### src/rtl/can_filt_pkg.sv
`timescale 1ns/1ps
package can_filt_pkg;
  localparam int BYTE_W    = 8;
  localparam int ACC_BYTES = 4;
  localparam int WORD_W    = ACC_BYTES * BYTE_W;
  localparam int EXT_ID_W  = 29;
  localparam int STD_ID_W  = 11;
  localparam int DUAL_ID_W = 16;
  localparam int NUM_DUAL  = 2;
  localparam int DUAL_W    = STD_ID_W + 1 + BYTE_W;
  localparam int IDX_W     = $clog2(ACC_BYTES);

  typedef enum logic [1:0] {
    FMT_STD  = 2'b00,
    FMT_EXT  = 2'b01,
    FMT_UNK0 = 2'b10,
    FMT_UNK1 = 2'b11
  } frameFmt_e;

  typedef struct packed {
    logic [ACC_BYTES-1:0] codeWe;
    logic [ACC_BYTES-1:0] maskWe;
    logic                 evalEn;
  } filtStrobes_t;
endpackage

### src/rtl/can_filt_match.sv
`timescale 1ns/1ps
module can_filt_match #(
  parameter int W = 32
) (
  input  logic [W-1:0] value,
  input  logic [W-1:0] code,
  input  logic [W-1:0] mask,
  output logic         hit
);
  // a bit passes when it equals the code bit or is masked off
  assign hit = &(~(value ^ code) | mask);
endmodule

### src/rtl/can_filt_ctrl.sv
`timescale 1ns/1ps
module can_filt_ctrl
  import can_filt_pkg::*;
(
  input  logic             clk,
  input  logic             rstN,
  input  logic             inReset,
  input  logic             cfgWrEn,
  input  logic             cfgSel,
  input  logic [IDX_W-1:0] cfgIdx,
  input  logic             frameValid,
  output filtStrobes_t     strobes,
  output logic             resultValid
);
  logic                 wrOk;
  logic [ACC_BYTES-1:0] codeWe;
  logic [ACC_BYTES-1:0] maskWe;

  // writes are honoured only in configuration state
  assign wrOk = cfgWrEn & inReset;

  for (genvar b = 0; b < ACC_BYTES; b++) begin : g_we
    assign codeWe[b] = wrOk & ~cfgSel & (cfgIdx == IDX_W'(b));
    assign maskWe[b] = wrOk &  cfgSel & (cfgIdx == IDX_W'(b));
  end

  always_comb begin
    strobes        = '0;
    strobes.codeWe = codeWe;
    strobes.maskWe = maskWe;
    strobes.evalEn = frameValid;
  end

  always_ff @(posedge clk or negedge rstN) begin
    if (!rstN) resultValid <= 1'b0;
    else       resultValid <= frameValid;
  end
endmodule

### src/rtl/can_filt_datapath.sv
`timescale 1ns/1ps
module can_filt_datapath
  import can_filt_pkg::*;
(
  input  logic                clk,
  input  logic                rstN,
  input  filtStrobes_t        strobes,
  input  logic [BYTE_W-1:0]   cfgData,
  input  logic                dualMode,
  input  logic [1:0]          frameFmt,
  input  logic                frameRtr,
  input  logic [EXT_ID_W-1:0] frameId,
  input  logic [BYTE_W-1:0]   frameData0,
  input  logic [BYTE_W-1:0]   frameData1,
  output logic                resultAccept
);
  localparam logic [WORD_W-1:0] STD_FORCE = WORD_W'(32'h000F_0000);
  localparam logic [WORD_W-1:0] EXT_FORCE = WORD_W'(32'h0000_0003);

  logic [WORD_W-1:0]   codeWord;
  logic [WORD_W-1:0]   maskWord;
  logic                isStd;
  logic                isExt;
  logic [WORD_W-1:0]   singleVal;
  logic [WORD_W-1:0]   singleMask;
  logic                singleHit;
  logic [NUM_DUAL-1:0] dualHit;
  logic                acceptNext;

  // code and mask byte registers, byte 0 most significant in the word
  for (genvar b = 0; b < ACC_BYTES; b++) begin : g_acc
    logic [BYTE_W-1:0] codeQ;
    logic [BYTE_W-1:0] maskQ;
    always_ff @(posedge clk or negedge rstN) begin
      if (!rstN) begin
        codeQ <= '0;
        maskQ <= '1;
      end else begin
        if (strobes.codeWe[b]) codeQ <= cfgData;
        if (strobes.maskWe[b]) maskQ <= cfgData;
      end
    end
    assign codeWord[WORD_W-1-b*BYTE_W -: BYTE_W] = codeQ;
    assign maskWord[WORD_W-1-b*BYTE_W -: BYTE_W] = maskQ;
  end

  assign isStd = (frameFmt == FMT_STD);
  assign isExt = (frameFmt == FMT_EXT);

  // single wide filter
  always_comb begin
    if (isStd) begin
      singleVal  = {frameId[STD_ID_W-1:0], frameRtr, 4'h0, frameData0, frameData1};
      singleMask = maskWord | STD_FORCE;
    end else begin
      singleVal  = {frameId, frameRtr, 2'b00};
      singleMask = maskWord | EXT_FORCE;
    end
  end

  can_filt_match #(.W(WORD_W)) u_single (
    .value(singleVal),
    .code (codeWord),
    .mask (singleMask),
    .hit  (singleHit)
  );

  // two narrow filters; lane l owns bytes 2l and 2l+1
  for (genvar l = 0; l < NUM_DUAL; l++) begin : g_dual
    logic [BYTE_W-1:0] cHi, cLo, mHi, mLo, cLast, mLast;
    logic [DUAL_W-1:0] laneVal, laneCode, laneMask;

    assign cHi   = codeWord[WORD_W-1-(2*l)*BYTE_W -: BYTE_W];
    assign cLo   = codeWord[WORD_W-1-(2*l+1)*BYTE_W -: BYTE_W];
    assign mHi   = maskWord[WORD_W-1-(2*l)*BYTE_W -: BYTE_W];
    assign mLo   = maskWord[WORD_W-1-(2*l+1)*BYTE_W -: BYTE_W];
    assign cLast = codeWord[BYTE_W-1:0];
    assign mLast = maskWord[BYTE_W-1:0];

    always_comb begin
      if (isStd) begin
        if (l == 0) begin
          laneVal  = {frameId[STD_ID_W-1:0], frameRtr, frameData0};
          laneCode = {cHi, cLo, cLast[3:0]};
          laneMask = {mHi, mLo, mLast[3:0]};
        end else begin
          laneVal  = {frameId[STD_ID_W-1:0], frameRtr, {BYTE_W{1'b0}}};
          laneCode = {cHi, cLo[BYTE_W-1:4], {BYTE_W{1'b0}}};
          laneMask = {mHi, mLo[BYTE_W-1:4], {BYTE_W{1'b1}}};
        end
      end else begin
        laneVal  = {frameId[EXT_ID_W-1 -: DUAL_ID_W], 4'h0};
        laneCode = {cHi, cLo, 4'h0};
        laneMask = {mHi, mLo, 4'hF};
      end
    end

    can_filt_match #(.W(DUAL_W)) u_lane (
      .value(laneVal),
      .code (laneCode),
      .mask (laneMask),
      .hit  (dualHit[l])
    );
  end

  assign acceptNext = (isStd | isExt) & (dualMode ? (|dualHit) : singleHit);

  always_ff @(posedge clk or negedge rstN) begin
    if (!rstN)               resultAccept <= 1'b0;
    else if (strobes.evalEn) resultAccept <= acceptNext;
    else                     resultAccept <= 1'b0;
  end
endmodule

### src/rtl/can_accept_filter.sv
`timescale 1ns/1ps
module can_accept_filter
  import can_filt_pkg::*;
(
  input  logic                clk,
  input  logic                rstN,
  input  logic                inReset,
  input  logic                cfgWrEn,
  input  logic                cfgSel,
  input  logic [IDX_W-1:0]    cfgIdx,
  input  logic [BYTE_W-1:0]   cfgData,
  input  logic                dualMode,
  input  logic                frameValid,
  input  logic [1:0]          frameFmt,
  input  logic                frameRtr,
  input  logic [EXT_ID_W-1:0] frameId,
  input  logic [BYTE_W-1:0]   frameData0,
  input  logic [BYTE_W-1:0]   frameData1,
  output logic                resultValid,
  output logic                resultAccept
);
  filtStrobes_t strobes;

  can_filt_ctrl u_ctrl (
    .clk        (clk),
    .rstN       (rstN),
    .inReset    (inReset),
    .cfgWrEn    (cfgWrEn),
    .cfgSel     (cfgSel),
    .cfgIdx     (cfgIdx),
    .frameValid (frameValid),
    .strobes    (strobes),
    .resultValid(resultValid)
  );

  can_filt_datapath u_dp (
    .clk         (clk),
    .rstN        (rstN),
    .strobes     (strobes),
    .cfgData     (cfgData),
    .dualMode    (dualMode),
    .frameFmt    (frameFmt),
    .frameRtr    (frameRtr),
    .frameId     (frameId),
    .frameData0  (frameData0),
    .frameData1  (frameData1),
    .resultAccept(resultAccept)
  );
endmodule

### config.mk
export PLATFORM = sky130hd
export DESIGN_NAME = can_accept_filter
export DESIGN_NICKNAME = d
export VERILOG_FILES = /design/src/rtl/can_filt_pkg.sv /design/src/rtl/can_filt_match.sv /design/src/rtl/can_filt_ctrl.sv /design/src/rtl/can_filt_datapath.sv /design/src/rtl/can_accept_filter.sv
export SDC_FILE = /design/constraint.sdc
export NUM_CORES = 1
export LEC_CHECK = 0
export CELL_PAD_IN_SITES_DETAIL_PLACEMENT = 0
export CELL_PAD_IN_SITES_GLOBAL_PLACEMENT = 2
export CORE_ASPECT_RATIO = 0.5
export CORE_UTILIZATION = 32
export CTS_CLUSTER_DIAMETER = 60
export DETAILED_ROUTE_END_ITERATION = 12
export GPL_TIMING_DRIVEN = 0
export PLACE_DENSITY = 0.86
export RECOVER_POWER = 25
export SETUP_SLACK_MARGIN = 0.2
export SYNTH_ARGS = -nofsm -noshare
export SYNTH_HDL_FRONTEND = slang
export SYNTH_HIERARCHICAL = 1
export SYNTH_SLANG_ARGS = --single-unit
export TNS_END_PERCENT = 20
### constraint.sdc
create_clock -name clk -period 1.58 [get_ports clk]
set_input_delay 0.316 -clock clk [delete_from_list [all_inputs] [get_ports clk]]
set_output_delay 0.316 -clock clk [all_outputs]
set_load 0.005 [all_outputs]
==> flow_metrics.env, run 1 <==
export IMPL_status="finished with violations"
export IMPL_failed_checks="capacitance limit, slew limit, setup timing"
export IMPL_layout_setup_ws_ns=-0.631
export IMPL_p_sw_frac=0.307
export IMPL_synth_simple_area_share=0.0891
export IMPL_cts_root_buffer="clkbuf_16"
export IMPL_required_ns=1.79
export IMPL_min_path_cells=2
export IMPL_synth_edf_count=0
export IMPL_drive_gt1_frac=0.449
export IMPL_slew_viol_final=67
export IMPL_synth_seq_area_share=0.408
export IMPL_cts_sinks=66
export IMPL_drtPass1Iterations=4
export IMPL_comb_power_share=0.299
export IMPL_worstSetupPathType="in2reg"
export IMPL_multi_input_area_um2=2520
export IMPL_synthMuxAreaShare=0.268
export IMPL_synth_area_top_cells="mux2_2 (22%), dfrtp_1 (21%), dfstp_2 (20%), xnor2_1 (15%), o22ai_1 (5.4%)"
export IMPL_wire_per_inst_um=20.3
export IMPL_r2r_start="u_dp/g_acc[3].codeQ[3]"
export IMPL_rsz0062_at_grt="true"
export IMPL_crit_fanout=7
export IMPL_async_flop_share=1.00
export IMPL_numCtsBuffers=9
export IMPL_max_slew_worst_pin_slew_ns=1.72
export IMPL_period_minus_slack_ns=2.21
export IMPL_clkSlewWorstSetupHoldPaths_ns=0.06
export IMPL_hold_viol=0
export IMPL_synthAdderAreaFrac=0
export IMPL_core_area_um2=12200
export IMPL_syn_inst=346
export IMPL_synth_distinct_cells=27
export IMPL_worst_hold_path_type="in2reg"
export IMPL_antenna_found_initial=0
export IMPL_insertion_delay_ns=0.34
export IMPL_dieArea_um2=13400
export IMPL_slew_headroom=-0.147
export IMPL_initial_core_util=0.340
export IMPL_die_height_um=82.5
export IMPL_fin_tns_setup_ns=-0.631
export IMPL_powerDensity_nw_per_um2=1170
export IMPL_grt_max_degree=67
export IMPL_syn_to_final_growth_pct=37.4
export IMPL_synth_commonest_cells="mux2_2 (80), xnor2_1 (72), o22ai_1 (36)"
export IMPL_whs_ns=0.179
export IMPL_n_antenna_cell=0
export IMPL_hold_buffers=0
export IMPL_p_int_mw=4.63
export IMPL_seqCellArea_um2=1690
export IMPL_dp_final_hpwl_um=8910
export IMPL_synthesis_area_um2=4140
export IMPL_gr_total_overflow=0
export IMPL_synth_flop_cell="dfrtp_1"
export IMPL_min_from="frameFmt[1]"
export IMPL_ys_ff_latch=66
export IMPL_worstHoldEndpoint="u_dp/resultAccept"
export IMPL_vias_per_cell=4.93
export IMPL_routed_wirelength_um=12500
export IMPL_synth_xor_area_frac=0.152
export IMPL_grt_usage=0.200
export IMPL_arrival_ns=2.42
export IMPL_crit_path_top_delay_cell="mux2_4"
export IMPL_fp_row_count=28
export IMPL_ant_nets=0
export IMPL_cp_common_cell="buf_12"
export IMPL_ios=67
export IMPL_p_leak_nw=2.19
export IMPL_synth_compound_area_share=0.0565
export IMPL_yosysWarnings=6
export IMPL_dp_cells=587
export IMPL_yosysMostFrequentCell="mux2_2"
export IMPL_end_kind="flip-flop"
export IMPL_cts_tree="yes"
export IMPL_synth_top_family_by_area="multiplexers"
export IMPL_cts_htree_levels=3
export IMPL_grt_pass1_vias=3076
export IMPL_final_fill_count=1141
export IMPL_totalPowerFinal_mw=6.68
export IMPL_r2r_cells=7
export IMPL_setup_violations=1
export IMPL_worstPathCellList="buf_8 > nor2_4 > buf_12 > buf_12 > mux2_4 > xnor2_2 > o22ai_2 > nor4_2 > and4_1 > nor2_1 > a2111oi_1"
export IMPL_gp_congestion=0.819
export IMPL_min_period_over_period=1.40
export IMPL_slowest_delay_ns=0.34
export IMPL_grt_pass1_wl_um=18800
export IMPL_seq_power_share=0.395
export IMPL_clock_path_buffers=2
export IMPL_drc=0
export IMPL_portBuffers=66
export IMPL_pwr_share_clk=0.306
export IMPL_postSynthAreaPerCell_um2=12.0
export IMPL_final_setup_skew_ns=0.00475
export IMPL_rr_endpoint="u_dp/resultAccept"
export IMPL_final_nets=510
export IMPL_synth_largest_area_cell="mux2_2"
export IMPL_yosysTopAreaCellShare=0.217
export IMPL_dr_first_iter_drc_count=223
export IMPL_r2r_slack_ns=-0.33
export IMPL_p_switching_mw=2.05
export IMPL_timing_fmax_ghz=0.452
export IMPL_maxCapViolations=1
export IMPL_die_w_um=163
export IMPL_worstSetupStartpointType="input port"
export IMPL_ir_drop_v=0.000673
export IMPL_vias=3029
export IMPL_final_cells=615
-- worst max-delay path, delay by kind of cell --
kind | cells | cell delay, ns
xor+xnor | 1 | 0.15
compound gates | 2 | 0.38
simple gates | 4 | 0.83
mux | 1 | 0.34
buf+inv | 3 | 0.40
-- state kept, by name, indices dropped and copies added (netlist names) --
signal,flops
u_dp/g_acc.maskQ,32
u_dp/resultAccept,1
u_ctrl/resultValid,1
u_dp/g_acc.codeQ,32
-- per-stage QoR --
step | setup WS (ns) | util | area (um2)
CTS | -0.572 | 0.466 | 5680
global placement | -2.13 | 0.415 | 5060
floorplan | -0.548 | - | 4190
detailed placement | -1.63 | 0.415 | 5050
global route | -0.683 | 0.467 | 5690
finish | -0.631 | 0.467 | 5690
-- final cells by class --
class / count / area share
Multi-Input combinational cell: 274 / 0.444
Sequential cell: 66 / 0.297
Buffer: 15 / 0.0257
Clock inverter: 7 / 0.0138
Inverter: 1 / 0.000659
Clock buffer: 9 / 0.0396
Timing Repair Buffer: 78 / 0.143
Tap cell: 165 / 0.0363
-- per-layer routing --
metal  routed length (um)  part of all wire  GRT usage
met4                   81            0.0065     0.0393
met3                  967             0.078     0.0569
met5                    0                 0          0
met1                 6060              0.49      0.285
met2                 5360              0.43      0.303
-- power groups by stage --
| stage | Sequential [mW] | Clock [mW] | Combinational [mW] |
|---|---|---|---|
| 5_1_grt | 2.71 | 2.15 | 2.14 |
| 3_3_place_gp | 2.62 | 0 | 1.79 |
| 3_5_place_dp | 2.63 | 0 | 1.80 |
| 6_report | 2.64 | 2.04 | 2.00 |
| 4_1_cts | 2.63 | 2.06 | 1.97 |
| 2_1_floorplan | 2.51 | 0 | 1.27 |
-- worst max path at each step --
| stage | from | endpoint | slack, ns | cells after the start |
|---|---|---|---|---|
| 5_1_grt | frameFmt[0] | u_dp/resultAccept | -0.68 | 11 |
| 3_3_place_gp | rstN | u_dp/g_acc[2].codeQ[2] | -2.13 | 1 |
| 2_1_floorplan | frameFmt[1] | u_dp/resultAccept | -0.55 | 10 |
| 4_1_cts | frameFmt[0] | u_dp/resultAccept | -0.57 | 12 |
| 6_report | frameFmt[0] | u_dp/resultAccept | -0.63 | 11 |
| 3_5_place_dp | frameFmt[1] | u_dp/resultAccept | -1.63 | 11 |
-- cell families after synthesis --
logic type / after synthesis
AO/OA/AOI/OAI: 37
XOR/XNOR: 72
buffers and inverters: 16
flip-flops: 66
multiplexers: 94
other: 2
AND/OR/NAND/NOR: 59
-- placed cells by master, fill, tap and decap left out, drive strengths merged, types with 10 or more instances in the layout --
cell type	Yosys	layout
and2	10	10
o22ai	36	36
clkbuf	1	13
nor2	11	11
mux2	94	94
xnor2	72	72
dfstp	32	32
conb	2	12
buf	14	26
clkdlybuf4s50	0	55
dfrtp	34	34
-- what timing repair did --
item / in CTS / in global routing
setup buffers: 10 / 0
pin swaps: 18 / 3
setup endpoints to repair: 67 / 12
resized for setup: 56 / 6
gates cloned: 2 / 0
hold endpoints to repair: 0 / 0
Power figures use the tool's default switching activity.
==> inputs of run 2 (changes only) <==
CORE_UTILIZATION = 39   (was 32)
CTS_CLUSTER_DIAMETER = not set   (was 60)
PLACE_DENSITY = 0.95   (was 0.86)
clock period = 2.8 ns   (was 1.58 ns; I/O delays follow)
==> run 2 against run 1 <==
Net effect: the flow finishes with violations (capacitance limit, slew limit); global-route usage increased by 2.8 points; clock power decreased by 35%; count of clock-buffer cells in the layout increased by 1; sequential share of layout area decreased by 0.29 points; first-iteration DRC count decreased by 20%; sequential power decreased by 43%; utilization increased by 9.2 points; largest cell class unchanged; largest power group unchanged.
==> flow_metrics.env, run 2 (same netlist as run 1, synthesis figures left out) <==
export IMPL_hold_buffers=0
export IMPL_critPathTopFamily="simple AND/OR/NAND/NOR gates"
export IMPL_portBuffers=66
export IMPL_setup_violations=0
export IMPL_core_area_um2=10300
export IMPL_wire_per_inst_um=20.1
export IMPL_pre_cts_ws_ns=-0.844
export IMPL_status="finished with violations"
export IMPL_grt_use_met1=0.332
export IMPL_grt_pass1_wl_um=17800
export IMPL_layout_common_cells="mux2_2 (79), xnor2_1 (64), clkdlybuf4s50_1 (62)"
export IMPL_gr_max_usage_layer="met2"
export IMPL_n_antenna_cell=0
export IMPL_ant_nets=0
export IMPL_whs_ns=0.418
export IMPL_cts_tree="yes"
export IMPL_initial_core_util=0.403
export IMPL_powerDensity_nw_per_um2=694
export IMPL_final_common_cell="mux2_2"
export IMPL_ios=67
export IMPL_met2_usage=0.338
export IMPL_grt_max_degree=67
export IMPL_gp_congestion=0.850
export IMPL_syn_to_final_growth_pct=38.8
export IMPL_path_buf_inv=4
export IMPL_min_period_over_period=0.904
export IMPL_required_ns=3.03
export IMPL_failed_checks="capacitance limit, slew limit"
export IMPL_insertion_delay_ns=0.34
export IMPL_reg_largest_list="u_dp/g_acc.codeQ x32, u_dp/g_acc.maskQ x32"
export IMPL_final_cells=594
export IMPL_period_minus_slack_ns=2.53
export IMPL_rsz0062_at_grt="false"
export IMPL_final_setup_skew_ns=0.00476
export IMPL_routed_wirelength_um=11900
export IMPL_crit_path_top_delay_cell="nor4_4"
export IMPL_final_nets=514
export IMPL_grt_usage=0.228
export IMPL_p_leak_nw=2.22
export IMPL_max_slew_worst_pin_slew_ns=1.69
export IMPL_drive_gt1_frac=0.463
export IMPL_vias=3051
export IMPL_worstSetupStartpointType="input port"
export IMPL_worstPathCellList="buf_6 > nor2_4 > buf_6 > buf_4 > buf_12 > mux2_4 > xnor2_1 > o22ai_1 > nor4_4 > and3_1 > nor2_1 > a2111oi_4"
export IMPL_cts_root_buffer="clkbuf_16"
export IMPL_slew_viol_final=67
export IMPL_worst_hold_path_type="in2reg"
export IMPL_cts_sinks=66
export IMPL_cts_htree_levels=3
export IMPL_slew_headroom=-0.127
export IMPL_worstSetupPathType="in2reg"
export IMPL_dr_first_iter_drc_count=178
export IMPL_maxCapViolations=1
export IMPL_gr_total_overflow=0
export IMPL_end_kind="flip-flop"
export IMPL_use_met3=0.0582
export IMPL_clock_path_buffers=2
export IMPL_crit_fanout=10
export IMPL_cp_common_cell="buf_6"
export IMPL_drc=0
export IMPL_dieArea_um2=11100
export IMPL_fp_row_count=26
export IMPL_die_w_um=148
export IMPL_layout_setup_ws_ns=0.269
export IMPL_drtPass1Iterations=4
export IMPL_final_fill_count=881
export IMPL_ir_drop_v=0.000317
export IMPL_antenna_found_initial=0
export IMPL_fin_tns_setup_ns=0
export IMPL_numCtsBuffers=9
export IMPL_dp_final_hpwl_um=8560
export IMPL_die_height_um=74.9
export IMPL_hold_viol=0
export IMPL_vias_per_cell=5.14
export IMPL_slowest_delay_ns=0.40
export IMPL_clkSlewWorstSetupHoldPaths_ns=0.05
export IMPL_grt_pass1_vias=3003
export IMPL_arrival_ns=2.76
export IMPL_dp_cells=562
export IMPL_timing_fmax_ghz=0.395
==> run 2: changes by cell type in the layout (fill, tap and decap cells not counted), moves of 3 or more <==
cell / delta
buf_2: +3
dlygate4sd2_1: -7
buf_4: +7
clkdlybuf4s50_1: +7
==> run 2: final timing paths <==
check                                        from                      to  slack (ns)  depth (start not counted)
max                                   frameFmt[0]       u_dp/resultAccept        0.27                         12
min                                   frameFmt[1]       u_dp/resultAccept        0.42                          2
max reg2reg                u_dp/g_acc[3].codeQ[1]       u_dp/resultAccept        0.85                          7
min reg2reg                u_dp/g_acc[2].codeQ[1]  u_dp/g_acc[2].codeQ[1]        0.57                          1
max in group asynchronous                    rstN  u_dp/g_acc[2].codeQ[4]        1.13                          1
min in group asynchronous                    rstN  u_dp/g_acc[0].codeQ[6]        0.65                          1
==> run 2: power by group <==
| part | total (mW) | internal [mW] | switching [mW] |
|---|---|---|---|
| logic | 1.15 | 0.677 | 0.475 |
| clock network | 1.33 | 0.895 | 0.434 |
| registers | 1.51 | 1.25 | 0.253 |
==> run 2: metal layers <==
metal  vias up  part of all wire
li1       1443                 -
met1      1510              0.49
met2        89              0.42
met3         9             0.075
met4         0            0.0086
met5         -                 0
==> run 2: per-stage QoR <==
step | utilization | cell area, um2 | power, mW
2_1_floorplan | - | 4180 | 2.13
3_3_place_gp | 0.488 | 5020 | 2.48
3_5_place_dp | 0.488 | 5010 | 2.49
4_1_cts | 0.542 | 5580 | 3.93
5_1_grt | 0.559 | 5750 | 4.16
6_report | 0.559 | 5750 | 3.99
==> run 2: final cells by class <==
cell class                      count  area [um2]  share of cell area
Buffer                             15         125              0.0218
Clock buffer                       10         239              0.0416
Clock inverter                      6         114              0.0198
Inverter                            1        3.75            0.000653
Multi-Input combinational cell    274        2580               0.450
Sequential cell                    66        1690               0.294
Tap cell                          140         175              0.0305
Timing Repair Buffer               82         816               0.142
==> run 2: repair_timing <==
action / CTS / global route
resized for setup: 35 / 20
pin swaps: 11 / 10
setup buffers: 9 / 7
setup endpoints to repair: 1 / 1
==> inputs of run 3 (changes only) <==
CAP_MARGIN = 5   (was not set)
==> results of run 3 <==
Final layout, timing and power as in run 2 (identical DEF).
